[src/rtl/plc_pkg.sv]
package plc_pkg;
  typedef enum logic [1:0] {
    SEQ_IDLE = 2'd0,
    SEQ_HOLD = 2'd1,
    SEQ_WAIT = 2'd2
  } seq_state_e;
endpackage

[src/rtl/plc_flags.sv]
module plc_flags (
  input  logic clk_i,
  input  logic rst_ni,
  input  logic hold_i,
  input  logic lock_evt_i,
  input  logic unlock_evt_i,
  input  logic mult_chg_i,
  input  logic stop_enter_i,
  input  logic stop_exit_i,
  input  logic stop_pll_off_i,
  output logic lock_o,
  output logic locks_o,
  output logic loss_o
);
  logic lock_q, locks_q, pend_q, off_q;
  logic enter_off;

  assign enter_off = stop_enter_i & stop_pll_off_i;

  always_ff @(posedge clk_i or negedge rst_ni) begin
    if (!rst_ni) begin
      lock_q  <= 1'b0;
      locks_q <= 1'b0;
      pend_q  <= 1'b1;
      off_q   <= 1'b0;
    end else if (hold_i) begin
      lock_q  <= 1'b0;
      locks_q <= 1'b0;
      pend_q  <= 1'b1;
      off_q   <= 1'b0;
    end else if (off_q) begin
      if (stop_exit_i) off_q <= 1'b0;
    end else if (enter_off) begin
      off_q   <= 1'b1;
      lock_q  <= 1'b0;
      locks_q <= 1'b0;
      // keep pending value if not locked at entry
      if (lock_q) pend_q <= locks_q;
    end else if (mult_chg_i) begin
      lock_q  <= 1'b0;
      locks_q <= 1'b0;
      pend_q  <= 1'b1;
    end else if (unlock_evt_i && lock_q) begin
      lock_q  <= 1'b0;
      locks_q <= 1'b0;
      pend_q  <= 1'b0;
    end else if (lock_evt_i && !lock_q) begin
      lock_q  <= 1'b1;
      locks_q <= pend_q;
    end
  end

  assign loss_o  = lock_q & ~off_q & ~enter_off & (mult_chg_i | unlock_evt_i);
  assign lock_o  = lock_q;
  assign locks_o = locks_q;

  assert_locks_needs_lock_R1: assert property (@(posedge clk_i) disable iff (!rst_ni)
    locks_q |-> lock_q);
  assert_mfd_clears_R2: assert property (@(posedge clk_i) disable iff (!rst_ni)
    mult_chg_i |=> !lock_q && !locks_q);
  assert_unexp_loss_R3: assert property (@(posedge clk_i) disable iff (!rst_ni)
    (unlock_evt_i && lock_q && !mult_chg_i && !stop_enter_i && !hold_i) |=> !lock_q && !locks_q);
  assert_stop_quiet_R4: assert property (@(posedge clk_i) disable iff (!rst_ni)
    off_q |-> !lock_q);
  assert_hold_clears_R6: assert property (@(posedge clk_i) disable iff (!rst_ni)
    hold_i |=> !lock_q && !locks_q);
endmodule

[src/rtl/plc_rst_seq.sv]
module plc_rst_seq #(
  parameter int HOLD_CYC = 16
) (
  input  logic clk_i,
  input  logic rst_ni,
  input  logic loss_i,
  input  logic lol_en_i,
  input  logic pll_mode_i,
  input  logic ref_ok_i,
  input  logic lock_i,
  output logic hold_o,
  output logic trig_o,
  output logic rst_req_o
);
  import plc_pkg::*;

  localparam int CW = $clog2(HOLD_CYC + 1);
  localparam logic [CW-1:0] LAST = CW'(HOLD_CYC - 1);

  seq_state_e state_q, state_d;
  logic [CW-1:0] cnt_q, cnt_d;
  logic ready;

  assign ready  = pll_mode_i ? (ref_ok_i & lock_i) : 1'b1;
  assign trig_o = (state_q == SEQ_IDLE) & loss_i & lol_en_i;

  always_comb begin
    state_d = state_q;
    cnt_d   = cnt_q;
    unique case (state_q)
      SEQ_IDLE: if (trig_o) begin
        state_d = SEQ_HOLD;
        cnt_d   = '0;
      end
      SEQ_HOLD: begin
        if (cnt_q == LAST) state_d = SEQ_WAIT;
        else               cnt_d   = cnt_q + 1'b1;
      end
      SEQ_WAIT: if (ready) state_d = SEQ_IDLE;
      default:  state_d = SEQ_HOLD;
    endcase
  end

  always_ff @(posedge clk_i or negedge rst_ni) begin
    if (!rst_ni) begin
      state_q <= SEQ_HOLD;
      cnt_q   <= '0;
    end else begin
      state_q <= state_d;
      cnt_q   <= cnt_d;
    end
  end

  assign hold_o    = (state_q == SEQ_HOLD);
  assign rst_req_o = (state_q != SEQ_IDLE);

  assert_trig_starts_R5: assert property (@(posedge clk_i) disable iff (!rst_ni)
    trig_o |=> rst_req_o && hold_o);
  assert_min_hold_R8: assert property (@(posedge clk_i) disable iff (!rst_ni)
    (state_q == SEQ_WAIT && $past(state_q) != SEQ_WAIT) |-> $past(cnt_q) == LAST);
  assert_hold_keeps_R8: assert property (@(posedge clk_i) disable iff (!rst_ni)
    hold_o |=> rst_req_o);
  assert_wait_lock_R9: assert property (@(posedge clk_i) disable iff (!rst_ni)
    (state_q == SEQ_WAIT && pll_mode_i && !(ref_ok_i && lock_i)) |=> rst_req_o);
endmodule

[src/rtl/plc_cause.sv]
module plc_cause (
  input  logic clk_i,
  input  logic rst_ni,
  input  logic hold_i,
  input  logic trig_i,
  input  logic en_we_i,
  input  logic en_d_i,
  input  logic clr_i,
  output logic lol_en_o,
  output logic sticky_o
);
  logic en_q, sticky_q;

  always_ff @(posedge clk_i or negedge rst_ni) begin
    if (!rst_ni)      en_q <= 1'b0;
    else if (hold_i)  en_q <= 1'b0;
    else if (en_we_i) en_q <= en_d_i;
  end

  // survives the loss-of-lock request; only power-on or W1C clears it
  always_ff @(posedge clk_i or negedge rst_ni) begin
    if (!rst_ni)     sticky_q <= 1'b0;
    else if (trig_i) sticky_q <= 1'b1;
    else if (clr_i)  sticky_q <= 1'b0;
  end

  assign lol_en_o = en_q;
  assign sticky_o = sticky_q;

  assert_en_cleared_R6: assert property (@(posedge clk_i) disable iff (!rst_ni)
    hold_i |=> !en_q);
  assert_sticky_set_R7: assert property (@(posedge clk_i) disable iff (!rst_ni)
    trig_i |=> sticky_q);
  assert_sticky_clear_R7: assert property (@(posedge clk_i) disable iff (!rst_ni)
    $fell(sticky_q) |-> $past(clr_i));
endmodule

[src/rtl/pll_lock_ctrl.sv]
module pll_lock_ctrl #(
  parameter int HOLD_CYC = 16
) (
  input  logic clk_i,
  input  logic rst_ni,
  input  logic pll_mode_i,
  input  logic ref_ok_i,
  input  logic lock_evt_i,
  input  logic unlock_evt_i,
  input  logic mult_chg_i,
  input  logic stop_enter_i,
  input  logic stop_exit_i,
  input  logic stop_pll_off_i,
  input  logic lol_en_we_i,
  input  logic lol_en_i,
  input  logic lol_clr_i,
  output logic lock_o,
  output logic locks_o,
  output logic rst_req_o,
  output logic lol_flag_o
);
  logic hold, trig, loss, lol_en;

  plc_flags u_flags (
    .clk_i          (clk_i),
    .rst_ni         (rst_ni),
    .hold_i         (hold),
    .lock_evt_i     (lock_evt_i),
    .unlock_evt_i   (unlock_evt_i),
    .mult_chg_i     (mult_chg_i),
    .stop_enter_i   (stop_enter_i),
    .stop_exit_i    (stop_exit_i),
    .stop_pll_off_i (stop_pll_off_i),
    .lock_o         (lock_o),
    .locks_o        (locks_o),
    .loss_o         (loss)
  );

  plc_rst_seq #(.HOLD_CYC(HOLD_CYC)) u_seq (
    .clk_i      (clk_i),
    .rst_ni     (rst_ni),
    .loss_i     (loss),
    .lol_en_i   (lol_en),
    .pll_mode_i (pll_mode_i),
    .ref_ok_i   (ref_ok_i),
    .lock_i     (lock_o),
    .hold_o     (hold),
    .trig_o     (trig),
    .rst_req_o  (rst_req_o)
  );

  plc_cause u_cause (
    .clk_i    (clk_i),
    .rst_ni   (rst_ni),
    .hold_i   (hold),
    .trig_i   (trig),
    .en_we_i  (lol_en_we_i),
    .en_d_i   (lol_en_i),
    .clr_i    (lol_clr_i),
    .lol_en_o (lol_en),
    .sticky_o (lol_flag_o)
  );
endmodule

[config.mk]
export PLATFORM = sky130hd
export DESIGN_NAME = pll_lock_ctrl
export DESIGN_NICKNAME = d
export VERILOG_FILES = /design/src/rtl/plc_pkg.sv /design/src/rtl/plc_flags.sv /design/src/rtl/plc_rst_seq.sv /design/src/rtl/plc_cause.sv /design/src/rtl/pll_lock_ctrl.sv
export SDC_FILE = /design/constraint.sdc
export NUM_CORES = 1
export LEC_CHECK = 0
export BUFFER_PORTS_ARGS = -buffer_cell sky130_fd_sc_hd__buf_2
export CAP_MARGIN = 40
export CORE_MARGIN = 3
export CORE_UTILIZATION = 50
export CTS_CLUSTER_DIAMETER = 40
export CTS_CLUSTER_SIZE = 28
export DETAILED_ROUTE_END_ITERATION = 10
export PLACE_DENSITY = 0.77
export SYNTH_ARGS = -nofsm -noshare
export SYNTH_HDL_FRONTEND = slang
export SYNTH_SLANG_ARGS = --single-unit
[constraint.sdc]
create_clock -name clk_i -period 2.3 [get_ports clk_i]
set_input_delay 0.46 -clock clk_i [delete_from_list [all_inputs] [get_ports clk_i]]
set_output_delay 0.46 -clock clk_i [all_outputs]
set_load 0.05 [all_outputs]
==> load_flow_metrics.sql, run 1 <==
INSERT INTO impl_metrics (metric_group, metric, value, unit) VALUES
('yosys', 'synth-seq-area-share', '0.425', ''),
('timing', 'slew_headroom', '0.651', ''),
('floorplan', 'die_width', '45.3', 'µm'),
('yosys', 'post_synthesis_register_bit_count', '13', ''),
('drt', 'routed-via-count', '649', ''),
('placement', 'dp.final_hpwl', '1230', 'µm'),
('clock_network', 'setup_repair_bufs_after_cts', '0', ''),
('timing', 'post_route_setup_slack', '0.325', 'ns'),
('power_and_ir_drop', 'power-per-cell-area', '1280', 'nW/µm²'),
('global_routing', 'grt_antenna_before_repair', '0', ''),
('critical_path', 'cp_slowest_stage_delay', '0.53', 'ns'),
('drt', 'wl_per_cell', '13.9', 'µm'),
('critical_path', 'timing.critical_path.arrival', '1.51', 'ns'),
('critical_path', 'worstRegToRegCells', '6', ''),
('critical_path', 'crit_chain', 'inv_1 > ha_1 > inv_1 > buf_2', ''),
('finish', 'layout_cell_share_with_drive_strength_beyond_1', '0.265', ''),
('run', 'max-cap-violations', '0', ''),
('clock_network', 'cts_hold_repair.buffers', '0', ''),
('yosys', 'syn_area', '771', 'µm²'),
('critical_path', 'crit_path_frequent_cell', 'sky130_fd_sc_hd__inv_1', ''),
('drt', 'route.final.wire_length', '1570', 'µm'),
('floorplan', 'core', '1370', 'µm²'),
('critical_path', 'slack_of_the_worst_reg_to_reg_path', '0.44', 'ns'),
('critical_path', 'timing.critical_path.slowest_stage_cell', 'sky130_fd_sc_hd__dfstp_2', ''),
('timing', 'finalHoldViolCount', '0', ''),
('drt', 'detailedRoute.firstIterationViolations', '14', ''),
('floorplan', 'design.portCount', '17', ''),
('finish', 'post_synthesis_to_final_layout_area_growth', '16.7', '%'),
('global_routing', 'grt_pass1_wl', '2510', 'µm'),
('run_status', 'run_status', 'finished clean', ''),
('global_routing', 'first_global_vias', '587', ''),
('clock_network', 'clockBufferDepth', '2', ''),
('critical_path', 'timing.critical_path.required', '1.84', 'ns'),
('clock_network', 'cts_htree_levels', '1', ''),
('yosys', 'postSynthAreaPerCell', '9.88', 'µm²'),
('power_and_ir_drop', 'static-leakage-power', '0.000436', 'µW'),
('drt', 'avgViaCountPerCell', '5.74', ''),
('clock_network', 'count_of_instances_resized_after_the_clock_tree_is_built', '0', ''),
('timing', 'fin_skew', '0.00750', 'ns'),
('drt', 'dr_drc_count', '0', ''),
('critical_path', 'r2r_start', 'u_seq.state_q[0]', ''),
('critical_path', 'cp-end-kind', 'primary output', ''),
('clock_network', 'post_cts_clock_slew_at_the_launch_and_capture_registers_of_the_worst_setup_and_hold_paths', '0.08', 'ns'),
('finish', 'layout_common_cells', 'sky130_fd_sc_hd__buf_2, sky130_fd_sc_hd__dfrtp_1, sky130_fd_sc_hd__inv_1, sky130_fd_sc_hd__a21oi_1, sky130_fd_sc_hd__nand3_1', ''),
('critical_path', 'timing.critical_path.buf_inv', '3', ''),
('yosys', 'synthesis.nets', '96', ''),
('global_routing', 'overflow', '0', ''),
('critical_path', 'crit-reg2reg-capture', 'u_seq.state_q[1]', ''),
('timing', 'fmax', '0.506', 'GHz'),
('yosys', 'yosys.cell_types.count', '30', ''),
('yosys', 'synthCells', '78', ''),
('clock_network', 'clock_tree_from_tritoncts', 'built', ''),
('clock_network', 'clkSinkCount', '13', ''),
('timing', 'count_of_pins_over_their_slew_limit', '0', ''),
('yosys', 'synthesis.yosys.warnings', '0', ''),
('power_and_ir_drop', 'maximum_vdd_ir_drop', '0.000648', 'V'),
('clock_network', 'clk-insertion-delay-late', '0.27', 'ns'),
('timing', 'setup_tns', '0', 'ns'),
('timing', 'finalCritPeriodShare', '0.859', ''),
('floorplan', 'rows', '13', ''),
('global_routing', 'grt_usage', '0.171', ''),
('floorplan', 'die_height', '45.3', 'µm'),
('min_path', 'hold_class', 'in2async', ''),
('critical_path', 'crit_type', 'reg2out', ''),
('finish', 'diodes', '0', ''),
('drt', 'postRouteAntennaNets', '0', ''),
('floorplan', 'floorplan.initialDensity', '0.564', ''),
('timing', 'shortest_period_the_worst_path_allows', '1.97', 'ns'),
('global_routing', 'grt_start_max_net_pins', '14', ''),
('drt', 'dr.pass1.iters', '4', ''),
('timing', 'rsz0062_at_grt', 'no', '');
==> metrics by stage <==
stage / hold slack [ns] / utilization / cell area [µm²] / power, µW / instances
5_1_grt: 0.0498 / 0.658 / 900 / 1250 / 113
6_report: 0.0592 / 0.658 / 900 / 1150 / 113
4_1_cts: 0.0599 / 0.658 / 900 / 1150 / 113
3_3_place_gp: 0.361 / 0.639 / 873 / 991 / 109
3_5_place_dp: 0.362 / 0.639 / 873 / 1010 / 109
2_1_floorplan: 0.164 / - / 771 / 854 / 78
==> cells in the mapped netlist (all sizes together) <==
library cell	count	area share
and2	1	0.0081
or2b	1	0.0097
a31oi	2	0.036
a21oi	6	0.039
o211a	1	0.013
and3	1	0.0081
and2b	2	0.023
nand3	6	0.039
clkbuf	1	0.0049
nand4b	1	0.011
nand2	5	0.024
o21ai	5	0.032
mux2	2	0.029
mux2i	3	0.039
inv	6	0.029
a21o	1	0.0097
nor3	1	0.0065
o22ai	1	0.0081
or4b	2	0.026
a32oi	1	0.011
dfstp	2	0.068
nor2	3	0.015
dfrtp	11	0.36
nand2b	4	0.032
ha	5	0.081
o31ai	2	0.019
nand3b	1	0.0097
o21bai	1	0.0097
==> sequential cells by signal (all words and copies together) (netlist names) <==
register	count
u_cause.lol_en_o	1
u_cause.sticky_o	1
u_flags.lock_o	1
u_flags.locks_o	1
u_flags.off_q	1
u_flags.pend_q	1
u_seq.cnt_q	5
u_seq.state_q	2
==> cells by family after synthesis <==
group / synth area share
buffers and inverters: 0.0341
adder cells (fa/ha/maj): 0.0812
AO/OA/AOI/OAI: 0.179
multiplexers: 0.0682
AND/OR/NAND/NOR: 0.213
flip-flops: 0.425
==> worst max path at each step <==
stage                      from               end  slack [ns]  cells after the start
2_1_floorplan  u_seq.state_q[0]    u_seq.cnt_q[2]        0.44                      6
3_3_place_gp   u_seq.state_q[0]  u_seq.state_q[1]        0.48                      6
3_5_place_dp   u_seq.state_q[0]  u_seq.state_q[1]        0.45                      6
4_1_cts        u_seq.state_q[0]         rst_req_o        0.32                      4
5_1_grt        u_seq.state_q[0]         rst_req_o        0.25                      4
6_report       u_seq.state_q[0]         rst_req_o        0.33                      4
==> power by group <==
group | total, µW | internal [µW] | switching, µW
Sequential | 422 | 334 | 87.8
Combinational | 588 | 237 | 350
Clock | 139 | 67.1 | 72.3
==> area by class of cell <==
class                   instances  area, µm²
clock buffers                   4       26.3
fillers                       113        467
inverters                       6       22.5
multi-input cells              58        417
flip-flops and latches         13        328
well taps                      15       18.8
repair buffers                 17       87.6
==> layer usage <==
metal  vias up  wire length (µm)  GRT usage
li1        320                 -          -
met1       300               751      0.234
met2        27               698      0.251
met3         2               104     0.0518
met4         0                14     0.0702
met5         -                 0          0
Note: power is estimated with default switching activity, not from simulation.
==> run 2: changes to the inputs <==
--- a/config.mk
+++ b/config.mk
@@ -7,12 +7,13 @@
 export LEC_CHECK = 0
 export BUFFER_PORTS_ARGS = -buffer_cell sky130_fd_sc_hd__buf_2
 export CAP_MARGIN = 40
-export CORE_MARGIN = 3
+export CORE_MARGIN = 1.5
 export CORE_UTILIZATION = 50
 export CTS_CLUSTER_DIAMETER = 40
 export CTS_CLUSTER_SIZE = 28
 export DETAILED_ROUTE_END_ITERATION = 10
 export PLACE_DENSITY = 0.77
+export SETUP_SLACK_MARGIN = 0.5
 export SYNTH_ARGS = -nofsm -noshare
 export SYNTH_HDL_FRONTEND = slang
 export SYNTH_SLANG_ARGS = --single-unit
==> run 2 against run 1 <==
Cell count grew 8.0%. Via count grew 12%. Count of clock-buffer cells in the layout shrank 1. Sequential power is essentially flat. Worst setup slack gained 0.15 ns. Power grew 24%. Core utilization grew 9.5 points. Non-clock buffer count grew 9. Combinational power grew 44%. Worst hold slack lost 0.027 ns.
==> load_flow_metrics.sql, run 2 (synthesis gave the netlist of run 1 again) <==
INSERT INTO impl_metrics (metric_group, metric, value, unit) VALUES
('finish', 'post_layout_net_count', '126', ''),
('power_and_ir_drop', 'internal-power', '799', 'µW'),
('power_and_ir_drop', 'combinationalPowerShare', '0.596', ''),
('min_path', 'hold_class', 'in2async', ''),
('clock_network', 'clockBufferDepth', '2', ''),
('finish', 'instances_no_fill', '122', ''),
('timing', 'timing.final.setup_violations', '0', ''),
('global_routing', 'grt_antenna_before_repair', '0', ''),
('floorplan', 'floorplan.die_area', '1790', 'µm²'),
('finish', 'final_design_area_no_fill', '1030', 'µm²'),
('clock_network', 'clk-insertion-delay-late', '0.29', 'ns'),
('critical_path', 'timing.critical_path.from_type', 'flop', ''),
('timing', 'finalCritPeriodShare', '0.793', ''),
('floorplan', 'rows', '13', ''),
('run_status', 'run_status', 'finished clean', ''),
('floorplan', 'die_height', '42.3', 'µm'),
('global_routing', 'grt_start_max_net_pins', '14', ''),
('critical_path', 'timing.critical_path.arrival', '2.05', 'ns'),
('drt', 'avgViaCountPerCell', '5.95', ''),
('drt', 'dr_drc_count', '0', ''),
('drt', 'postRouteAntennaNets', '0', ''),
('placement', 'portBuffers', '16', ''),
('timing', 'finalHoldViolCount', '0', ''),
('critical_path', 'cp-end-kind', 'flop', ''),
('critical_path', 'crit_type', 'reg2reg', ''),
('drt', 'routed-via-count', '726', ''),
('power_and_ir_drop', 'static-leakage-power', '0.000477', 'µW'),
('finish', 'top_regs', 'u_seq.cnt_q x5, u_seq.state_q x2', ''),
('timing', 'worst_margin_slew', '0.341', 'ns'),
('power_and_ir_drop', 'power.clock.fraction', '0.106', ''),
('floorplan', 'core', '1370', 'µm²'),
('global_routing', 'grt_pass1_wl', '2840', 'µm'),
('floorplan', 'die_width', '42.3', 'µm'),
('finish', 'top_register', 'u_seq.cnt_q', ''),
('placement', 'dp_slack', '0.440', 'ns'),
('critical_path', 'timing.critical_path.required', '2.53', 'ns'),
('power_and_ir_drop', 'register_share_of_total_power', '0.298', ''),
('finish', 'layout_cell_share_with_drive_strength_beyond_1', '0.411', ''),
('timing', 'fin_skew', '0.00609', 'ns'),
('power_and_ir_drop', 'maximum_vdd_ir_drop', '0.000813', 'V'),
('drt', 'wl_per_cell', '15.8', 'µm'),
('drt', 'dr.pass1.iters', '4', ''),
('timing', 'fmax', '0.548', 'GHz'),
('timing', 'shortest_period_the_worst_path_allows', '1.82', 'ns'),
('drt', 'detailedRoute.firstIterationViolations', '28', ''),
('critical_path', 'critical_path.max_fanout', '4', ''),
('floorplan', 'design.portCount', '17', ''),
('finish', 'largest_register_ffs', '5', ''),
('timing', 'post_route_setup_slack', '0.476', 'ns'),
('finish', 'layout_commonest_cell', 'sky130_fd_sc_hd__buf_2', ''),
('power_and_ir_drop', 'power.share.switching', '0.438', ''),
('global_routing', 'first_global_vias', '672', ''),
('timing', 'count_of_pins_over_their_slew_limit', '0', ''),
('clock_network', 'cts_htree_levels', '1', ''),
('clock_network', 'post_cts_clock_slew_at_the_launch_and_capture_registers_of_the_worst_setup_and_hold_paths', '0.09', 'ns'),
('timing', 'rsz0062_at_grt', 'yes', ''),
('power_and_ir_drop', 'power-per-cell-area', '1380', 'nW/µm²'),
('finish', 'layout_common_cells', 'sky130_fd_sc_hd__buf_2, sky130_fd_sc_hd__dfrtp_1, sky130_fd_sc_hd__buf_4', ''),
('clock_network', 'clkSinkCount', '13', ''),
('timing', 'slew_headroom', '0.772', ''),
('clock_network', 'clock_tree_from_tritoncts', 'built', ''),
('placement', 'routabilityCongestion', '0.869', ''),
('floorplan', 'floorplan.initialDensity', '0.564', ''),
('global_routing', 'overflow', '0', ''),
('timing', 'setup_tns', '0', 'ns'),
('global_routing', 'grt_usage', '0.213', ''),
('placement', 'dp.final_hpwl', '1230', 'µm'),
('finish', 'post_synthesis_to_final_layout_area_growth', '33.6', '%'),
('drt', 'route.final.wire_length', '1920', 'µm'),
('power_and_ir_drop', 'totalPowerFinal', '1420', 'µW'),
('clock_network', 'root_buffer', 'sky130_fd_sc_hd__clkbuf_4', ''),
('finish', 'diodes', '0', ''),
('placement', 'numPlacedInstances', '109', ''),
('run', 'max-cap-violations', '0', ''),
('power_and_ir_drop', 'power.net_switching', '622', 'µW'),
('placement', 'place_area', '877', 'µm²'),
('clock_network', 'number_of_clock_buffers_inserted_by_tritoncts', '3', '');
[run 2: cell count changes in the layout (fill, tap and decap cells not counted), moves of 2 or more]
cell / previous run / this run
sky130_fd_sc_hd__ha_1: 5 / 2
sky130_fd_sc_hd__inv_1: 6 / 4
sky130_fd_sc_hd__ha_4: 0 / 2
sky130_fd_sc_hd__buf_4: 1 / 10
[run 2: stage by stage]
stage | hold WS (ns) | utilization
finish | 0.0327 | 0.754
global route | 0.0586 | 0.754
CTS | 0.0441 | 0.706
detailed placement | 0.356 | 0.642
global placement | 0.358 | 0.642
floorplan | 0.164 | -
[run 2: timing repair]
action,CTS,global route
gates resized for setup,6,6
hold buffers,0,0
setup buffers,5,4
setup endpoints to repair,6,6
pin swaps,2,5
[run 2: worst paths after layout]
kind | cells after the start | end | slack, ns | from
setup / recovery | 6 | u_seq.cnt_q[3] | 0.48 | u_seq.cnt_q[1]
hold / removal | 1 | u_flags.locks_o | 0.03 | rst_ni
setup reg to reg | 6 | u_seq.cnt_q[3] | 0.48 | u_seq.cnt_q[1]
hold reg to reg | 2 | u_seq.cnt_q[4] | 0.54 | u_seq.cnt_q[4]
max in group asynchronous | 1 | u_flags.pend_q | 1.99 | rst_ni
min in group clk_i | 2 | u_cause.sticky_o | 0.39 | lol_clr_i
[run 2: per-layer routing]
layer / part of all wire / track usage
met1: 0.45 / 0.266
met2: 0.50 / 0.345
met3: 0.049 / 0.0517
met4: 0.0052 / 0.0938
met5: 0 / 0
[run 2: cell type report]
| cell class | instances | area (µm²) |
|---|---|---|
| timing repair buffer | 26 | 165 |
| clock buffer | 3 | 22.5 |
| clock inverter | 1 | 5.00 |
| multi-input combinational | 58 | 464 |
| inverter | 6 | 26.3 |
| fill | 100 | 337 |
| sequential | 13 | 328 |
| tap | 15 | 18.8 |
[run 2: critical path, cell delays in order (launching register included)]
cell                       delay (ns)
sky130_fd_sc_hd__dfrtp_1         0.40
sky130_fd_sc_hd__ha_2            0.19
sky130_fd_sc_hd__and3_4          0.18
sky130_fd_sc_hd__ha_4            0.16
sky130_fd_sc_hd__nand4b_1        0.20
sky130_fd_sc_hd__or4b_1          0.54
sky130_fd_sc_hd__nand3_1         0.08
[run 2: power groups by stage]
stage	registers (µW)	clock network (µW)	logic, µW
after floorplan	444	0	421
after global placement	417	0	578
after detailed placement	423	0	594
after CTS	411	150	723
after global routing	435	161	916
final	423	151	847
==> run 3: changes to the inputs <==
--- a/config.mk
+++ b/config.mk
@@ -8,11 +8,11 @@
 export BUFFER_PORTS_ARGS = -buffer_cell sky130_fd_sc_hd__buf_2
 export CAP_MARGIN = 40
 export CORE_MARGIN = 1.5
-export CORE_UTILIZATION = 50
+export CORE_UTILIZATION = 46
 export CTS_CLUSTER_DIAMETER = 40
 export CTS_CLUSTER_SIZE = 28
 export DETAILED_ROUTE_END_ITERATION = 10
-export PLACE_DENSITY = 0.77
+export PLACE_DENSITY = 0.75
 export SETUP_SLACK_MARGIN = 0.5
 export SYNTH_ARGS = -nofsm -noshare
 export SYNTH_HDL_FRONTEND = slang
==> constraint.sdc (replaced) <==
create_clock -name clk_i -period 1.6 [get_ports clk_i]
set_input_delay 0.32 -clock clk_i [delete_from_list [all_inputs] [get_ports clk_i]]
set_output_delay 0.32 -clock clk_i [all_outputs]
set_load 0.05 [all_outputs]
==> run 3 against run 2 <==
The run now ends with negative setup slack left. Flip-flop and latch count did not move. Critical path depth did not move. Sequential power rose by 41%. Cell count rose by 15%. Power rose by 78%.
==> load_flow_metrics.sql, run 3 (synthesis gave the netlist of run 1 again) <==
INSERT INTO impl_metrics (metric_group, metric, value, unit) VALUES
('power_and_ir_drop', 'power.share.switching', '0.422', ''),
('power_and_ir_drop', 'power-per-cell-area', '2020', 'nW/µm²'),
('drt', 'route.final.wire_length', '2660', 'µm'),
('finish', 'top_register', 'u_seq.cnt_q', ''),
('critical_path', 'slack_of_the_worst_reg_to_reg_path', '-0.22', 'ns'),
('global_routing', 'overflow', '0', ''),
('run_status', 'run_status', 'finished, violations left', ''),
('critical_path', 'crit_type', 'reg2reg', ''),
('timing', 'rsz0062_at_grt', 'yes', ''),
('timing', 'timing.final.setup_violations', '8', ''),
('global_routing', 'grt_antenna_before_repair', '0', ''),
('placement', 'portBuffers', '16', ''),
('global_routing', 'grt_pass1_wl', '3930', 'µm'),
('min_path', 'endpoint_with_the_worst_hold_slack', 'u_cause.sticky_o', ''),
('clock_network', 'root_buffer', 'sky130_fd_sc_hd__clkbuf_4', ''),
('critical_path', 'timing.critical_path.arrival', '2.03', 'ns'),
('clock_network', 'clockBufferDepth', '2', ''),
('floorplan', 'core', '1540', 'µm²'),
('drt', 'dr_drc_count', '0', ''),
('finish', 'diodes', '0', ''),
('finish', 'post_layout_net_count', '143', ''),
('run', 'max-cap-violations', '0', ''),
('clock_network', 'clock_tree_from_tritoncts', 'built', ''),
('floorplan', 'floorplan.initialDensity', '0.500', ''),
('finish', 'top_regs', 'u_seq.cnt_q x5, u_seq.state_q x2', ''),
('timing', 'fin_skew', '0.000634', 'ns'),
('floorplan', 'rows', '14', ''),
('global_routing', 'grt_start_max_net_pins', '14', ''),
('power_and_ir_drop', 'power.clock.fraction', '0.081', ''),
('global_routing', 'first_global_vias', '812', ''),
('power_and_ir_drop', 'maximum_vdd_ir_drop', '0.00146', 'V'),
('power_and_ir_drop', 'register_share_of_total_power', '0.236', ''),
('finish', 'finish.utilization', '0.811', ''),
('floorplan', 'floorplan.die_area', '1930', 'µm²'),
('finish', 'final_design_area_no_fill', '1250', 'µm²'),
('min_path', 'hp-start', 'lol_clr_i', ''),
('timing', 'finalCritPeriodShare', '1.14', ''),
('drt', 'wl_per_cell', '19.0', 'µm'),
('clock_network', 'number_of_clock_buffers_inserted_by_tritoncts', '3', ''),
('drt', 'routed-via-count', '843', ''),
('timing', 'count_of_pins_over_their_slew_limit', '0', ''),
('timing', 'finalHoldViolCount', '0', ''),
('critical_path', 'r2r_start', 'u_seq.cnt_q[1]', ''),
('timing', 'shortest_period_the_worst_path_allows', '1.82', 'ns'),
('timing', 'fmax', '0.550', 'GHz'),
('clock_network', 'post_cts_clock_slew_at_the_launch_and_capture_registers_of_the_worst_setup_and_hold_paths', '0.08', 'ns'),
('timing', 'slew_headroom', '0.806', ''),
('finish', 'layout_cell_share_with_drive_strength_beyond_1', '0.556', ''),
('power_and_ir_drop', 'static-leakage-power', '0.000578', 'µW'),
('finish', 'post_synthesis_to_final_layout_area_growth', '62.2', '%'),
('floorplan', 'die_height', '43.9', 'µm'),
('clock_network', 'clk-insertion-delay-late', '0.27', 'ns'),
('critical_path', 'worstRegToRegCells', '6', ''),
('placement', 'place_area', '1040', 'µm²'),
('critical_path', 'critical_path.max_fanout', '4', ''),
('run_status', 'violations', 'negative setup slack', ''),
('timing', 'post_route_setup_slack', '-0.218', 'ns'),
('drt', 'avgViaCountPerCell', '6.02', ''),
('floorplan', 'die_width', '43.9', 'µm'),
('critical_path', 'cp-end-kind', 'flop', ''),
('critical_path', 'timing.critical_path.from_type', 'flop', ''),
('power_and_ir_drop', 'combinationalPowerShare', '0.683', ''),
('clock_network', 'cts_htree_levels', '1', ''),
('critical_path', 'timing.critical_path.required', '1.81', 'ns'),
('clock_network', 'clkSinkCount', '13', ''),
('finish', 'largest_register_ffs', '5', ''),
('power_and_ir_drop', 'internal-power', '1460', 'µW'),
('critical_path', 'crit-reg2reg-capture', 'u_seq.cnt_q[3]', ''),
('finish', 'layout_commonest_cell', 'sky130_fd_sc_hd__buf_4', ''),
('placement', 'dp.final_hpwl', '1460', 'µm'),
('timing', 'worst_margin_slew', '0.291', 'ns'),
('min_path', 'hold_class', 'in2reg', ''),
('min_path', 'hold_path_depth', '2', ''),
('power_and_ir_drop', 'power.net_switching', '1070', 'µW'),
('floorplan', 'design.portCount', '17', ''),
('drt', 'postRouteAntennaNets', '0', ''),
('drt', 'detailedRoute.firstIterationViolations', '30', ''),
('finish', 'layout_common_cells', 'sky130_fd_sc_hd__buf_4, sky130_fd_sc_hd__buf_2, sky130_fd_sc_hd__dfrtp_1', ''),
('drt', 'dr.pass1.iters', '4', ''),
('global_routing', 'grt_usage', '0.295', ''),
('placement', 'routabilityCongestion', '0.740', '');
-- run 3: changes by cell type in the layout (fill, tap and decap cells not counted), moves of 3 or more --
cell	previous run	this run
sky130_fd_sc_hd__buf_2	15	12
sky130_fd_sc_hd__o21ai_0	5	0
sky130_fd_sc_hd__o21ai_1	0	4
sky130_fd_sc_hd__buf_4	10	22
sky130_fd_sc_hd__buf_6	0	6
-- run 3: worst max-delay path: stages (launching register included) --
cell                       delay [ns]
sky130_fd_sc_hd__dfrtp_1         0.40
sky130_fd_sc_hd__ha_2            0.22
sky130_fd_sc_hd__and3_4          0.18
sky130_fd_sc_hd__ha_4            0.16
sky130_fd_sc_hd__nand4b_1        0.20
sky130_fd_sc_hd__or4b_1          0.50
sky130_fd_sc_hd__nand3_1         0.10
-- run 3: layout make-up --
class / count / area (µm²)
clock buffer: 4 / 26.3
fill: 92 / 292
inverter: 6 / 26.3
multi-input combinational: 58 / 515
sequential: 13 / 329
tap: 16 / 20.0
timing repair buffer: 43 / 333
-- run 3: stage by stage --
step,hold WS (ns),total power (µW),cells,setup TNS [ns],worst slack [ns]
2_1_floorplan,0.0244,1350,78,-0.230,-0.110
3_3_place_gp,0.219,1810,128,-0.250,-0.120
3_5_place_dp,0.220,1860,128,-0.558,-0.181
4_1_cts,0.198,2300,135,-0.546,-0.186
5_1_grt,0.199,2670,140,-1.36,-0.248
6_report,0.206,2530,140,-0.918,-0.218
-- run 3: power by group through the flow --
stage / Clock, µW / Sequential (µW) / Combinational (µW)
floorplan: 0 / 650 / 698
global placement: 0 / 567 / 1240
detailed placement: 0 / 577 / 1280
CTS: 210 / 583 / 1510
global route: 236 / 604 / 1830
finish: 205 / 597 / 1730
-- run 3: routing by layer --
layer	routed length (µm)	share of wire	vias to the layer above	track usage
met3	196	0.074	14	0.0667
li1	-	-	377	-
met5	0	0	-	0
met1	983	0.37	402	0.318
met4	110	0.041	0	0.109
met2	1370	0.51	50	0.550
-- run 3: worst max path at each step --
stage / from / to / slack, ns
finish: u_seq.cnt_q[1] / u_seq.cnt_q[3] / -0.22
detailed placement: u_seq.cnt_q[1] / u_seq.cnt_q[3] / -0.18
global placement: u_seq.cnt_q[1] / u_seq.cnt_q[3] / -0.12
CTS: u_seq.cnt_q[1] / u_seq.cnt_q[3] / -0.19
global route: u_seq.cnt_q[1] / u_seq.cnt_q[3] / -0.25
floorplan: u_seq.state_q[1] / u_seq.state_q[1] / -0.11
-- run 3: repair_timing --
item                                   CTS  global route
hold buffers                             1             0
pin swaps                               10             2
setup endpoints to repair               17            17
gates cloned                             0             0
buffers inserted                         2             5
gates resized for setup                 28             2
endpoints found under the hold margin   11             0
